`config.mk`:
```
export PLATFORM = sky130hd
export DESIGN_NAME = nibble_rx
export DESIGN_NICKNAME = d
export VERILOG_FILES = /design/src/rtl/nibble_rx_pkg.sv /design/src/rtl/nibble_rx_sync.sv /design/src/rtl/nibble_rx_timer.sv /design/src/rtl/nibble_rx_outreg.sv /design/src/rtl/nibble_rx.sv
export SDC_FILE = /design/constraint.sdc
export NUM_CORES = 1
export LEC_CHECK = 0
export ABC_AREA = 1
export BUFFER_PORTS_ARGS = -buffer_cell sky130_fd_sc_hd__clkbuf_2
export CAP_MARGIN = 10
export CORE_MARGIN = 3
export CORE_UTILIZATION = 55
export CTS_CLUSTER_DIAMETER = 150
export DETAILED_ROUTE_END_ITERATION = 10
export HOLD_SLACK_MARGIN = 0.08
export PLACE_DENSITY = 0.81
export SLEW_MARGIN = 20
export SYNTH_ARGS = -nofsm -noshare
export SYNTH_HDL_FRONTEND = slang
export SYNTH_SLANG_ARGS = --single-unit
export TNS_END_PERCENT = 20
```
`constraint.sdc`:
```
create_clock -name clk -period 1.9 [get_ports clk]
set_input_delay 0.38 -clock clk [delete_from_list [all_inputs] [get_ports clk]]
set_output_delay 0.38 -clock clk [all_outputs]
set_load 0.05 [all_outputs]
```
`src/rtl/nibble_rx_pkg.sv`:
```
package nibble_rx_pkg;

    typedef enum logic [2:0] {
        ST_IDLE   = 3'd0,
        ST_SLOT   = 3'd1,
        ST_REQ_LO = 3'd2,
        ST_ACK_LO = 3'd3,
        ST_REQ_HI = 3'd4,
        ST_ACK_HI = 3'd5,
        ST_DONE   = 3'd6
    } rx_state_t;

    localparam int NIB_W  = 4;
    localparam int BYTE_W = 2 * NIB_W;
    localparam int STAT_W = NIB_W + 1;

endpackage

```
`src/rtl/nibble_rx_sync.sv`:
```
module nibble_rx_sync #(
    parameter int W = 5,
    parameter int STAGES = 2,
    parameter logic [W-1:0] RST_VAL = '0
) (
    input  logic         clk,
    input  logic         rst_n,
    input  logic [W-1:0] d,
    output logic [W-1:0] q
);
    logic [STAGES-1:0][W-1:0] stg;

    always_ff @(posedge clk or negedge rst_n) begin
        if (!rst_n) begin
            for (int i = 0; i < STAGES; i++) stg[i] <= RST_VAL;
        end else begin
            stg[0] <= d;
            for (int i = 1; i < STAGES; i++) stg[i] <= stg[i-1];
        end
    end

    assign q = stg[STAGES-1];
endmodule

```
`src/rtl/nibble_rx_timer.sv`:
```
module nibble_rx_timer #(
    parameter int MAX_LIMIT = 2000,
    localparam int W = $clog2(MAX_LIMIT + 1)
) (
    input  logic         clk,
    input  logic         rst_n,
    input  logic         clr,
    input  logic [W-1:0] limit,
    output logic         expired
);
    logic [W-1:0] cnt;

    always_ff @(posedge clk or negedge rst_n) begin
        if (!rst_n)          cnt <= '0;
        else if (clr)        cnt <= '0;
        else if (cnt != '1)  cnt <= cnt + 1'b1;
    end

    assign expired = (cnt == limit - 1'b1);
endmodule

```
`src/rtl/nibble_rx_outreg.sv`:
```
module nibble_rx_outreg #(
    parameter int W = 8
) (
    input  logic         clk,
    input  logic         rst_n,
    input  logic         load,
    input  logic [W-1:0] din,
    input  logic         ready,
    output logic [W-1:0] dout,
    output logic         valid
);
    always_ff @(posedge clk or negedge rst_n) begin
        if (!rst_n) begin
            dout  <= '0;
            valid <= 1'b0;
        end else if (load) begin
            dout  <= din;
            valid <= 1'b1;
        end else if (valid && ready) begin
            valid <= 1'b0;
        end
    end
endmodule

```
`src/rtl/nibble_rx.sv`:
```
module nibble_rx
    import nibble_rx_pkg::*;
#(
    parameter int CNT_W       = 8,
    parameter int LONG_LIMIT  = 2000,
    parameter int SHORT_LIMIT = 6,
    parameter int SYNC_STAGES = 2
) (
    input  logic             clk,
    input  logic             rst_n,
    input  logic             start_i,
    input  logic [CNT_W-1:0] req_len_i,
    input  logic             st_n_fault_i,
    input  logic             st_select_i,
    input  logic             st_perror_i,
    input  logic             st_busy_i,
    input  logic             st_n_ack_i,
    output logic             n_autofd_o,
    output logic [7:0]       rx_data_o,
    output logic             rx_valid_o,
    input  logic             rx_ready_i,
    output logic             xfer_done_o,
    output logic [CNT_W-1:0] xfer_count_o,
    output logic             err_timeout_o,
    output logic             err_io_o
);
    localparam int TMR_W = $clog2(LONG_LIMIT + 1);
    localparam logic [STAT_W-1:0] STAT_IDLE = STAT_W'(1);

    rx_state_t state_q, state_d;

    logic [STAT_W-1:0] stat_raw, stat_s;
    logic              ack_n_s;
    logic [NIB_W-1:0]  nib_now, lo_q;
    logic [CNT_W-1:0]  req_q, rcvd_q;
    logic              err_to_q, err_io_q;
    logic [TMR_W-1:0]  tmr_limit;
    logic              tmr_clr, tmr_exp;
    logic              out_load;

    // status order: {busy, perror, select, fault, ack}
    assign stat_raw = {st_busy_i, st_perror_i, st_select_i, st_n_fault_i, st_n_ack_i};

    nibble_rx_sync #(.W(STAT_W), .STAGES(SYNC_STAGES), .RST_VAL(STAT_IDLE)) u_sync (
        .clk(clk), .rst_n(rst_n), .d(stat_raw), .q(stat_s)
    );

    assign ack_n_s = stat_s[0];
    assign nib_now = stat_s[STAT_W-1:1];

    assign tmr_limit = (state_q == ST_REQ_LO) ? TMR_W'(LONG_LIMIT) : TMR_W'(SHORT_LIMIT);
    assign tmr_clr   = (state_d != state_q);

    nibble_rx_timer #(.MAX_LIMIT(LONG_LIMIT)) u_timer (
        .clk(clk), .rst_n(rst_n), .clr(tmr_clr), .limit(tmr_limit), .expired(tmr_exp)
    );

    assign out_load = (state_q == ST_REQ_HI) && (!ack_n_s || tmr_exp);

    nibble_rx_outreg #(.W(BYTE_W)) u_out (
        .clk(clk), .rst_n(rst_n), .load(out_load), .din({nib_now, lo_q}),
        .ready(rx_ready_i), .dout(rx_data_o), .valid(rx_valid_o)
    );

    // state register
    always_ff @(posedge clk or negedge rst_n) begin
        if (!rst_n) state_q <= ST_IDLE;
        else        state_q <= state_d;
    end

    // next state
    always_comb begin
        state_d = state_q;
        unique case (state_q)
            ST_IDLE:   if (start_i) state_d = ST_SLOT;
            ST_SLOT: begin
                if (rcvd_q == req_q)  state_d = ST_DONE;
                else if (!rx_valid_o) state_d = ST_REQ_LO;
            end
            ST_REQ_LO: begin
                if (!ack_n_s)     state_d = ST_ACK_LO;
                else if (tmr_exp) state_d = ST_DONE;
            end
            ST_ACK_LO: begin
                if (ack_n_s)      state_d = ST_REQ_HI;
                else if (tmr_exp) state_d = ST_DONE;
            end
            ST_REQ_HI: if (!ack_n_s || tmr_exp) state_d = ST_ACK_HI;
            ST_ACK_HI: begin
                if (ack_n_s)      state_d = ST_SLOT;
                else if (tmr_exp) state_d = ST_DONE;
            end
            ST_DONE:   state_d = ST_IDLE;
            default:   state_d = ST_IDLE;
        endcase
    end

    // outputs decoded from state
    always_comb begin
        n_autofd_o  = !((state_q == ST_REQ_LO) || (state_q == ST_REQ_HI));
        xfer_done_o = (state_q == ST_DONE);
    end

    // datapath
    always_ff @(posedge clk or negedge rst_n) begin
        if (!rst_n) begin
            req_q    <= '0;
            rcvd_q   <= '0;
            lo_q     <= '0;
            err_to_q <= 1'b0;
            err_io_q <= 1'b0;
        end else begin
            unique case (state_q)
                ST_IDLE: if (start_i) begin
                    req_q    <= req_len_i;
                    rcvd_q   <= '0;
                    err_to_q <= 1'b0;
                    err_io_q <= 1'b0;
                end
                ST_REQ_LO: begin
                    if (!ack_n_s)     lo_q     <= nib_now;
                    else if (tmr_exp) err_to_q <= 1'b1;
                end
                ST_ACK_LO: if (!ack_n_s && tmr_exp) err_to_q <= 1'b1;
                ST_REQ_HI: if (out_load) rcvd_q <= rcvd_q + 1'b1;
                ST_ACK_HI: if (!ack_n_s && tmr_exp) err_io_q <= 1'b1;
                default: ;
            endcase
        end
    end

    assign xfer_count_o  = rcvd_q;
    assign err_timeout_o = err_to_q;
    assign err_io_o      = err_io_q;

endmodule

```
== Word-level counts from Yosys, hierarchy flattened ==
Index checks and enable logic that the tools add are counted.

* Add/subtract/negate cells: 3
* Equal/unequal tests: 16
* Bitwise gates (word level): 1
* Reductions and logical operators: 18
* Mux-type cells: 23

{| class="wikitable"
|+ Operators by type and width
! kind !! count
|-
| 2-to-1 mux 11 bit || 3
|-
| 2-to-1 mux 3 bit || 8
|-
| case mux 3 bit (6 select lines) || 1
|-
| 2-to-1 mux 8 bit || 2
|-
| case mux 8 bit (2 select lines) || 1
|-
| adder 11 x 1 -> 11 bit (second input constant) || 1
|-
| equality test 11 bit || 1
|-
| != test 11 bit (second input constant) || 1
|-
| subtractor 11 x 1 -> 11 bit (second input constant) || 1
|-
| != test 2 bit (second input constant) || 5
|-
| equality test 3 bit (second input constant) || 3
|-
| adder 8 x 1 -> 8 bit (second input constant) || 1
|-
| equality test 8 bit || 1
|-
| nonzero test 2 bit || 4
|-
| equality test 3 x 2 -> 1 bit (second input constant) || 2
|-
| 2-to-1 mux 1 bit || 6
|-
| AND reduction 3 bit || 2
|-
| AND reduction 5 bit || 1
|-
| AND reduction 2 bit || 2
|-
| equality test 3 x 1 -> 1 bit (second input constant) || 1
|-
| logical AND 1 bit || 3
|-
| logical NOT 3 bit || 1
|-
| != test 3 bit || 1
|-
| case mux 1 bit (3 select lines) || 1
|-
| other kinds (6) || 8
|}

* Output and inout bits: 21
* Register bits: 55
* Bits of input ports: 17
* Word-level logic and storage cells: 72

== Depth between registers and ports, before layout ==
Gate-level depths: netlist of run 1.

* Depth after elaboration: 9
* Depth in mapped cells: 15
* Depth with buffers taken out: 14

== Cells and area by module ==
Synthesis of run 1 repeated with hierarchy kept, for this count alone.

* Cells, all modules: 396
* Area, all modules: 3114.2 sq um

{| class="wikitable"
|+ By module, submodules not included
! module !! seq. area each (sq um) !! cells each !! times used !! area an instance (sq um)
|-
| nibble_rx || 625.6 || 185 || 1 || 1418.9
|-
| nibble_rx_timer || 275.3 || 158 || 1 || 1063.5
|-
| nibble_rx_outreg || 225.2 || 38 || 1 || 341.6
|-
| nibble_rx_sync || 252.7 || 15 || 1 || 290.3
|}

== Worst setup path after synthesis of run 1 ==
No wires, ideal clock.

* Kind: register to register
* Start point: register rcvd_q[4], in the netlist xfer_count_o[4]
* End point: register u_timer.cnt[7]
* Library setup time: 0.122 ns
* Path slack: -0.128 ns
* Clock period less this slack: 2.028 ns
* Data required time: 1.778 ns
* Stages on the path, launching flop included: 15
* Arrival time: 1.905 ns
* Cells stage by stage: dfrtp_1 > clkbuf_2 > xnor2_1 > nand2_1 > nor2_1 > nand2_1 > nand3_1 > nand2_1 > nor2_2 > nand3_2 > nand2_1 > nand2_1 > nand2_2 > buf_6 > nor2_2

* Word-level cells in the longest chain between the ends: 5

{| class="wikitable"
|+ Ends and longest elaborated chain
! element !! line !! text
|-
| from (decl) || nibble_rx.sv:35 || <nowiki>logic [CNT_W-1:0] req_q, rcvd_q;</nowiki>
|-
| from (signal assigned) || nibble_rx.sv:125 || <nowiki>ST_REQ_HI: if (out_load) rcvd_q <= rcvd_q + 1'b1;</nowiki>
|-
| equality test 8 bit * || nibble_rx.sv:77 || <nowiki>if (rcvd_q == req_q) state_d = ST_DONE;</nowiki>
|-
| 2-to-1 mux 3 bit * || nibble_rx.sv:77 ||
|-
| case mux 3 bit (6 select lines) * || nibble_rx.sv:74 || <nowiki>unique case (state_q)</nowiki>
|-
| via state_d[0] || nibble_rx.sv:30 || <nowiki>rx_state_t state_q, state_d;</nowiki>
|-
| != test 3 bit * || nibble_rx.sv:52 || <nowiki>assign tmr_clr = (state_d != state_q);</nowiki>
|-
| 2-to-1 mux 11 bit / nonzero test 2 bit (equally long branches) || -- ||
|-
| to (signal assigned) || nibble_rx_timer.sv:16 || <nowiki>else if (cnt != '1) cnt <= cnt + 1'b1;</nowiki>
|-
| to (decl) || nibble_rx_timer.sv:11 || <nowiki>logic [W-1:0] cnt;</nowiki>
|}

Mark *: on every way through the listed nets, which the timed path passes. The rest lies on a longest branch.
A chain may end at the register's enable or synchronous reset.

== Worst setup path after layout of run 1 ==
* Start point: register state_q[2]
* End point: output n_autofd_o

* Word-level cells in the longest chain between the ends: 3

{| class="wikitable"
|+ Ends and longest elaborated chain
! element !! line !! text
|-
| from (decl) || nibble_rx.sv:30 ||
|-
| from (signal assigned) || nibble_rx.sv:68 || <nowiki>else state_q <= state_d;</nowiki>
|-
| equality test 3 x 2 -> 1 bit / equality test 3 bit (equally long branches) || nibble_rx.sv:100 || <nowiki>n_autofd_o = !((state_q == ST_REQ_LO) || (state_q == ST_REQ_HI));</nowiki>
|-
| logical OR 1 bit * || nibble_rx.sv:100 ||
|-
| logical NOT 1 bit * || nibble_rx.sv:100 ||
|-
| to (decl) || nibble_rx.sv:18 || <nowiki>output logic n_autofd_o,</nowiki>
|}

Mark *: on every way between the ends. The rest lies on a longest branch, timed or not.

==> results of run 1 <==
[placed cells by master, fill, tap and decap left out, types with 2 or more instances in the layout]
master,instances
nand2_1,91
dfrtp_1,47
clkbuf_2,35
inv_1,28
buf_4,24
nor2_1,22
o21ai_0,19
nand3_1,14
nor2_2,13
xnor2_1,9
nand2_2,6
nor3_1,6
a21oi_1,6
dfrtp_2,6
nand4_1,5
clkbuf_8,5
nor2_4,4
xor2_1,4
inv_2,3
nand2_4,3
nand3_2,2
o31ai_1,2
ha_1,2
clkinv_4,2
dfstp_2,2
[per-stage QoR]
step	power [W]	hold WS [ns]	worst slack [ns]	setup TNS, ns	instance area, sq um
6_report	0.00436	0.143	0.0582	0	3230
5_1_grt	0.00466	0.119	-0.0625	-0.457	3230
4_1_cts	0.00426	0.131	0.0106	0	3180
3_5_place_dp	0.00354	0.340	-0.0214	-0.0214	3060
3_3_place_gp	0.00350	0.334	0.0433	0	3060
2_1_floorplan	0.00305	0.0844	0.0135	0	2660
[layout make-up]
class | count | share of cell area
clock buffer | 5 | 0.0213
clock inverter | 3 | 0.00776
inverter | 32 | 0.0372
multi-input combinational | 219 | 0.359
sequential | 55 | 0.430
tap | 52 | 0.0202
timing repair buffer | 63 | 0.125
[logic make-up after synthesis]
group                    after synthesis
flip-flops                            55
buffers and inverters                 38
XOR/XNOR                              13
AND/OR/NAND/NOR                      169
adder cells (fa/ha/maj)                2
AO/OA/AOI/OAI                         34
[layer usage]
metal	routed length [um]	vias up
met5	0	-
met1	2540	999
li1	-	1118
met4	70	0
met2	2530	63
met3	323	10
[power by group]
part	total, W	switching (W)	internal [W]
logic	0.00203	0.00137	0.000658
clock network	0.000661	0.000397	0.000264
registers	0.00166	0.000211	0.00145
total	0.00436	0.00198	0.00237
[path summary, 6_finish.rpt]
check	start	end	cells past startpoint
setup reg to reg	state_q[0]	u_timer.cnt[0]	13
min in group asynchronous	rst_n	u_timer.cnt[9]	3
hold reg to reg	u_sync.stg[1]	u_sync.q[1]	0
hold / removal	st_n_ack_i	u_sync.stg[0]	1
setup / recovery	state_q[2]	n_autofd_o	5
max in group asynchronous	rst_n	u_sync.q[0]	3
[timing repair]
item                                   4_1_cts  5_1_grt
setup endpoints to repair                    6       21
cloned                                       0        1
endpoints found under the hold margin       53        0
pin swaps                                    0        5
setup buffers                                0        1
resized for setup                            4       14
hold buffers                                 1        0
[flip-flops by register name (all words and copies together) (netlist names)]
signal / flops
err_io_o: 1
err_timeout_o: 1
lo_q: 4
req_q: 8
state_q: 3
u_out.dout: 8
u_out.valid: 1
u_sync.q: 5
u_sync.stg: 5
u_timer.cnt: 11
xfer_count_o: 8
==> qor.yml, run 1 <==
die:
  num_rows: 24
  start_util: 0.589
  boundaryPins: 38
  core_sq_mm: 0.00450
  die_area_sq_mm: 0.00569
  die_h_um: 75.4
  fp.dieW_um: 75.4
synth:
  syn_area_per_cell_sq_um: 8.53
  synthArstFlopShare: 1.00
  yosysTopAreaCellShare: 0.500
  synth_cell_types: 36
  syn_area_sq_mm: 0.00265
  ys_warn_count: 0
  yosys.area.top_type: "dfrtp_1"
  synth.area.top_cells: "dfrtp_1, nand2_1, inv_1, o21ai_0, nor2_2"
  synth-simple-area-share: 0.291
  yosys-top-cells-count: "nand2_1, dfrtp_1, inv_1"
  synth_compound_area_frac: 0.0783
  ys_seq_elements: 55
  ys_seq_area_frac: 0.520
  synth_xor_area_frac: 0.0429
  synthCells: 311
  synth_top_family_by_area: "simple AND/OR/NAND/NOR gates"
  synthMostInstantiatedCell: "nand2_1"
  synthFlopType: "dfrtp_1"
  synthAdderAreaFrac: 0.00943
  synth_edf_count: 0
  syn-num-nets: 330
  synthMuxAreaShare: 0
critical_path:
  rrSetupSlack_ns: 0.07
  path_buf_inv: 3
  critPathSlowestCell: "dfrtp_2"
  worstPathRequired_ns: 1.52
  cp.arrival_ns: 1.46
  critPathTopFamily: "flip-flops"
  crit_type: "flop to primary output"
  worstPathCellList: "inv_2 -> nor2_4 -> buf_4 -> nor2_1 -> buf_6"
  crit_path_end_kind: "primary output"
  cp_max_fo: 6
  cp-start-kind: "flop"
  max_stage_delay_ns: 0.48
global_routing:
  grt_start_max_net_pins: 56
  top_usage_layer: "met2"
  use_met3: 0.0607
  grt_usage: 0.203
  antenna_found_initial: 0
  grt_pass1_vias: 2002
  overflow: 0
  grt.met2_usage: 0.322
  grt_use_met1: 0.273
  grt_first_pass_wirelength_mm: 8.82
sta:
  period_share: 0.969
  hold_violations: 0
  period_needed_ns: 1.84
  rsz0062_at_grt: "true"
  fmax_mhz: 543
  slew_violations: 0
  tightest_slew_ns: 0.517
  finClkSkew_ns: 0.0116
  setup_violations: 0
  relSlewSlack: 0.653
detailed_routing:
  ant_nets: 0
  via_per_inst: 5.10
  drc: 0
  routedWlPerCell_um: 12.7
  first_iter_violations: 95
  num_vias: 2190
  drt-total-wl_mm: 5.46
  first_pass_iters: 4
placement:
  port_buffers: 37
  place_congestion: 0.997
  place_inst: 418
  hpwl_mm: 4.02
finish:
  syn2layout_area_growth_pct: 21.6
  fin_util: 0.716
  nNetsFinal: 395
  drive_gt1_frac: 0.305
  seq_area_sq_mm: 0.00139
  layoutNonFillerInstCount: 429
  multiInputGateArea_sq_mm: 0.00116
  fillers: 343
  n_antenna_cell: 0
job:
  maxCapViolations: 0
clock_network:
  cts.reportedPaths.clkPinSlew_ns: 0.11
  cts_buffers: 5
  htree_levels: 2
  clk_latency_ns: 0.31
  cts-root-buf: "clkbuf_8"
  cts_max_path_buffers: 2
  cts_tree: "built"
  clock_sinks: 55
pwr:
  p_leak_nw: 1.60
  p_per_area_mw_per_mm2: 1350
  peakVddDrop_v: 0.000931
outcome:
  status: "completed"
worst_hold_path:
  hp-class: "primary input to flop"
(Power assumes the default switching activity.)
==> run 2, diff against run 1 <==
--- a/config.mk
+++ b/config.mk
@@ -5,7 +5,7 @@
 export SDC_FILE = /design/constraint.sdc
 export NUM_CORES = 1
 export LEC_CHECK = 0
-export ABC_AREA = 1
+export ABC_AREA = 0
 export BUFFER_PORTS_ARGS = -buffer_cell sky130_fd_sc_hd__clkbuf_2
 export CAP_MARGIN = 10
 export CORE_MARGIN = 3
@@ -14,6 +14,7 @@
 export DETAILED_ROUTE_END_ITERATION = 10
 export HOLD_SLACK_MARGIN = 0.08
 export PLACE_DENSITY = 0.81
+export SKIP_CTS_REPAIR_TIMING = 1
 export SLEW_MARGIN = 20
 export SYNTH_ARGS = -nofsm -noshare
 export SYNTH_HDL_FRONTEND = slang
==> qor.yml, run 2 <==
outcome:
  status: "finished with violations"
  violations: "setup timing"
clock_network:
  cts_tree: "built"
  clock_sinks: 55  # unchanged
  cts_buffers: 5  # unchanged
  cts_max_path_buffers: 2  # unchanged
  cts-root-buf: "clkbuf_8"
  cts.reportedPaths.clkPinSlew_ns: 0.09  # -0.02 ns
  clk_latency_ns: 0.31  # about the same
  htree_levels: 2  # unchanged
pwr:
  p_leak_nw: 1.54  # -4.0%
  peakVddDrop_v: 0.000636  # -32%
  power_w: 0.00425  # -2.5%
  p_per_area_mw_per_mm2: 1280  # -4.9%
synth:
  synthFlopType: "dfrtp_1"
  synthMostInstantiatedCell: "dfrtp_1"
  synthCells: 228  # -27%
  syn_area_sq_mm: 0.00261  # -1.7%
  yosysTopAreaCellShare: 0.509  # +0.00888
  yosys.area.top_type: "dfrtp_1"
  syn_area_per_cell_sq_um: 11.4  # +34%
  synthArstFlopShare: 1.00  # unchanged
  ys_warn_count: 0  # unchanged
  ys_seq_elements: 55  # unchanged
  syn-num-nets: 247  # -25%
  synth_edf_count: 0  # unchanged
  ys_seq_area_frac: 0.529  # +0.00923
  yosys-top-cells-count: "dfrtp_1, nor2_1, mux2_2"
  synth.area.top_cells: "dfrtp_1, mux2_2, xnor2_1, nor2_1, a2111oi_4"
  synth_cell_types: 50  # +39%
critical_path:
  max_stage_delay_ns: 0.46  # -0.02 ns
  worstPathRequired_ns: 2.10  # +0.58 ns
  crit_type: "flop to flop"
  worstPathCellList: "or3b_4 -> or4_4 -> a21bo_4 -> buf_12 -> a2111oi_4 -> xnor2_1 -> nor2_1"
  critPathTopFamily: "simple AND/OR/NAND/NOR gates"
  cp_max_fo: 6  # unchanged
  cp.arrival_ns: 2.54  # +1.08 ns
  critPathSlowestCell: "or4_4"
  cp-start-kind: "flop"
  crit_path_end_kind: "flop"
  path_buf_inv: 1  # -2
detailed_routing:
  drc: 0  # unchanged
  num_vias: 1966  # -10%
  via_per_inst: 5.57  # +9.1%
  routedWlPerCell_um: 15.7  # +23%
  ant_nets: 0  # unchanged
  first_pass_iters: 5  # +1
  drt-total-wl_mm: 5.53  # +1.4%
  first_iter_violations: 159  # +67%
die:
  die_area_sq_mm: 0.00560  # -1.6%
  boundaryPins: 38  # unchanged
  num_rows: 24  # unchanged
  fp.dieW_um: 74.8  # -0.81%
  die_h_um: 74.8  # -0.81%
  start_util: 0.582  # -0.00639
  core_sq_mm: 0.00447  # -0.67%
global_routing:
  antenna_found_initial: 0  # unchanged
  grt_pass1_vias: 1968  # -1.7%
  grt_start_max_net_pins: 40  # -29%
  grt_usage: 0.213  # +0.00994
  overflow: 0  # unchanged
  grt_first_pass_wirelength_mm: 8.97  # +1.7%
job:
  maxCapViolations: 0  # unchanged
sta:
  setup_violations: 33  # +33
  fin_ws_ns: -0.445  # -0.503 ns
  tightest_slew_ns: 0.452  # -0.0647 ns
  period_share: 1.23  # +0.265
  period_needed_ns: 2.35  # +0.503 ns
  totalNegativeSetupSlack_ns: -11.33  # -11.33 ns
  finClkSkew_ns: 0.0102  # -0.00139 ns
  relSlewSlack: 0.699  # +0.0458
  hold_violations: 0  # unchanged
  hold_slack_ns: 0.149  # +0.00635 ns
  rsz0062_at_grt: "true"
  fmax_mhz: 426  # -21%
  slew_violations: 0  # unchanged
finish:
  final_cell_mix: "dfrtp_1, clkbuf_2, buf_4, nor2_1, xnor2_1"
  multiInputGateArea_sq_mm: 0.00123  # +6.4%
  largest_reg_flops: 11  # unchanged
  fin_util: 0.739  # +0.0230
  drive_gt1_frac: 0.385  # +0.0803
  fillers: 276  # -20%
  regMostFlops: "u_timer.cnt"
  nNetsFinal: 319  # -19%
  n_antenna_cell: 0  # unchanged
  seq_area_sq_mm: 0.00138  # -0.54%
  syn2layout_area_growth_pct: 26.9
  layout_commonest_cell: "dfrtp_1"
placement:
  place_congestion: 0.833  # -17%
  port_buffers: 37  # unchanged
  hpwl_mm: 4.09  # +1.6%
  dp_slack_ns: -0.437  # -0.416 ns
worst_hold_path:
  hp-class: "primary input to flop"
==> run 2: changes by cell type in the layout (fill, tap and decap cells not counted), moves of 8 or more <==
cell / previous run / this run
mux2_4: 0 / 8
nor2_2: 13 / 0
mux2_2: 0 / 13
buf_4: 24 / 33
o21ai_0: 19 / 3
xnor2_1: 9 / 17
inv_1: 28 / 3
nand2_1: 91 / 14
nor2_1: 22 / 32
==> run 2: worst register-to-register path: stages (launching register included) <==
cell and delay [ns]:
dfrtp_1 0.39, or3b_4 0.40, or4_4 0.46, a21bo_4 0.28
buf_12 0.15, a2111oi_4 0.34, xnor2_1 0.16, nor2_1 0.05
==> run 2: kinds of logic (layout without fill, tap and decap cells) <==
kind of cell,Yosys count,in the layout,share of synthesized area
adders and majority gates,3,3,0.0134
and+or+nand+nor,84,84,0.161
DFF,55,55,0.529
buffers and inverters,12,85,0.0283
xor gates and xnor gates,21,21,0.0706
AOI/OAI and AO/OA,30,30,0.0994
muxes,23,23,0.0984
==> run 2: metal layers <==
layer / vias up / GRT usage / wire length (um)
met2: 58 / 0.363 / 2730
met5: - / 0 / 0
met3: 17 / 0.0547 / 269
li1: 940 / - / -
met4: 0 / 0.0810 / 139
met1: 951 / 0.259 / 2390
==> run 2: final timing paths <==
path,from,endpoint,slack (ns),cells past startpoint
max,state_q[0],xfer_count_o[5],-0.45,7
min,st_n_ack_i,u_sync.stg[0],0.15,1
max reg2reg,state_q[0],xfer_count_o[5],-0.45,7
min reg2reg,u_sync.stg[4],u_sync.q[4],0.36,0
max in group asynchronous,rst_n,u_sync.q[0],0.75,3
min in group asynchronous,rst_n,u_out.dout[4],0.54,2
==> run 2: metrics by stage <==
step | std cells | area [sq um]
floorplan | 228 | 2650
global placement | 344 | 3150
detailed placement | 344 | 3150
CTS | 352 | 3260
global route | 353 | 3310
finish | 353 | 3310
==> run 2: power breakdown <==
part / leakage (nW) / total (W) / internal (W) / switching (W)
combinational: 0.785 / 0.00186 / 0.000780 / 0.00108
clock: 0.0514 / 0.000757 / 0.000393 / 0.000364
sequential: 0.699 / 0.00163 / 0.00146 / 0.000170
total: 1.54 / 0.00425 / 0.00263 / 0.00162
==> run 2: layout make-up <==
class	count	area share
Inverter	3	0.00341
Sequential cell	55	0.417
Clock buffer	6	0.0219
Clock inverter	2	0.0114
Multi-Input combinational cell	161	0.373
Tap cell	52	0.0197
Timing Repair Buffer	74	0.154
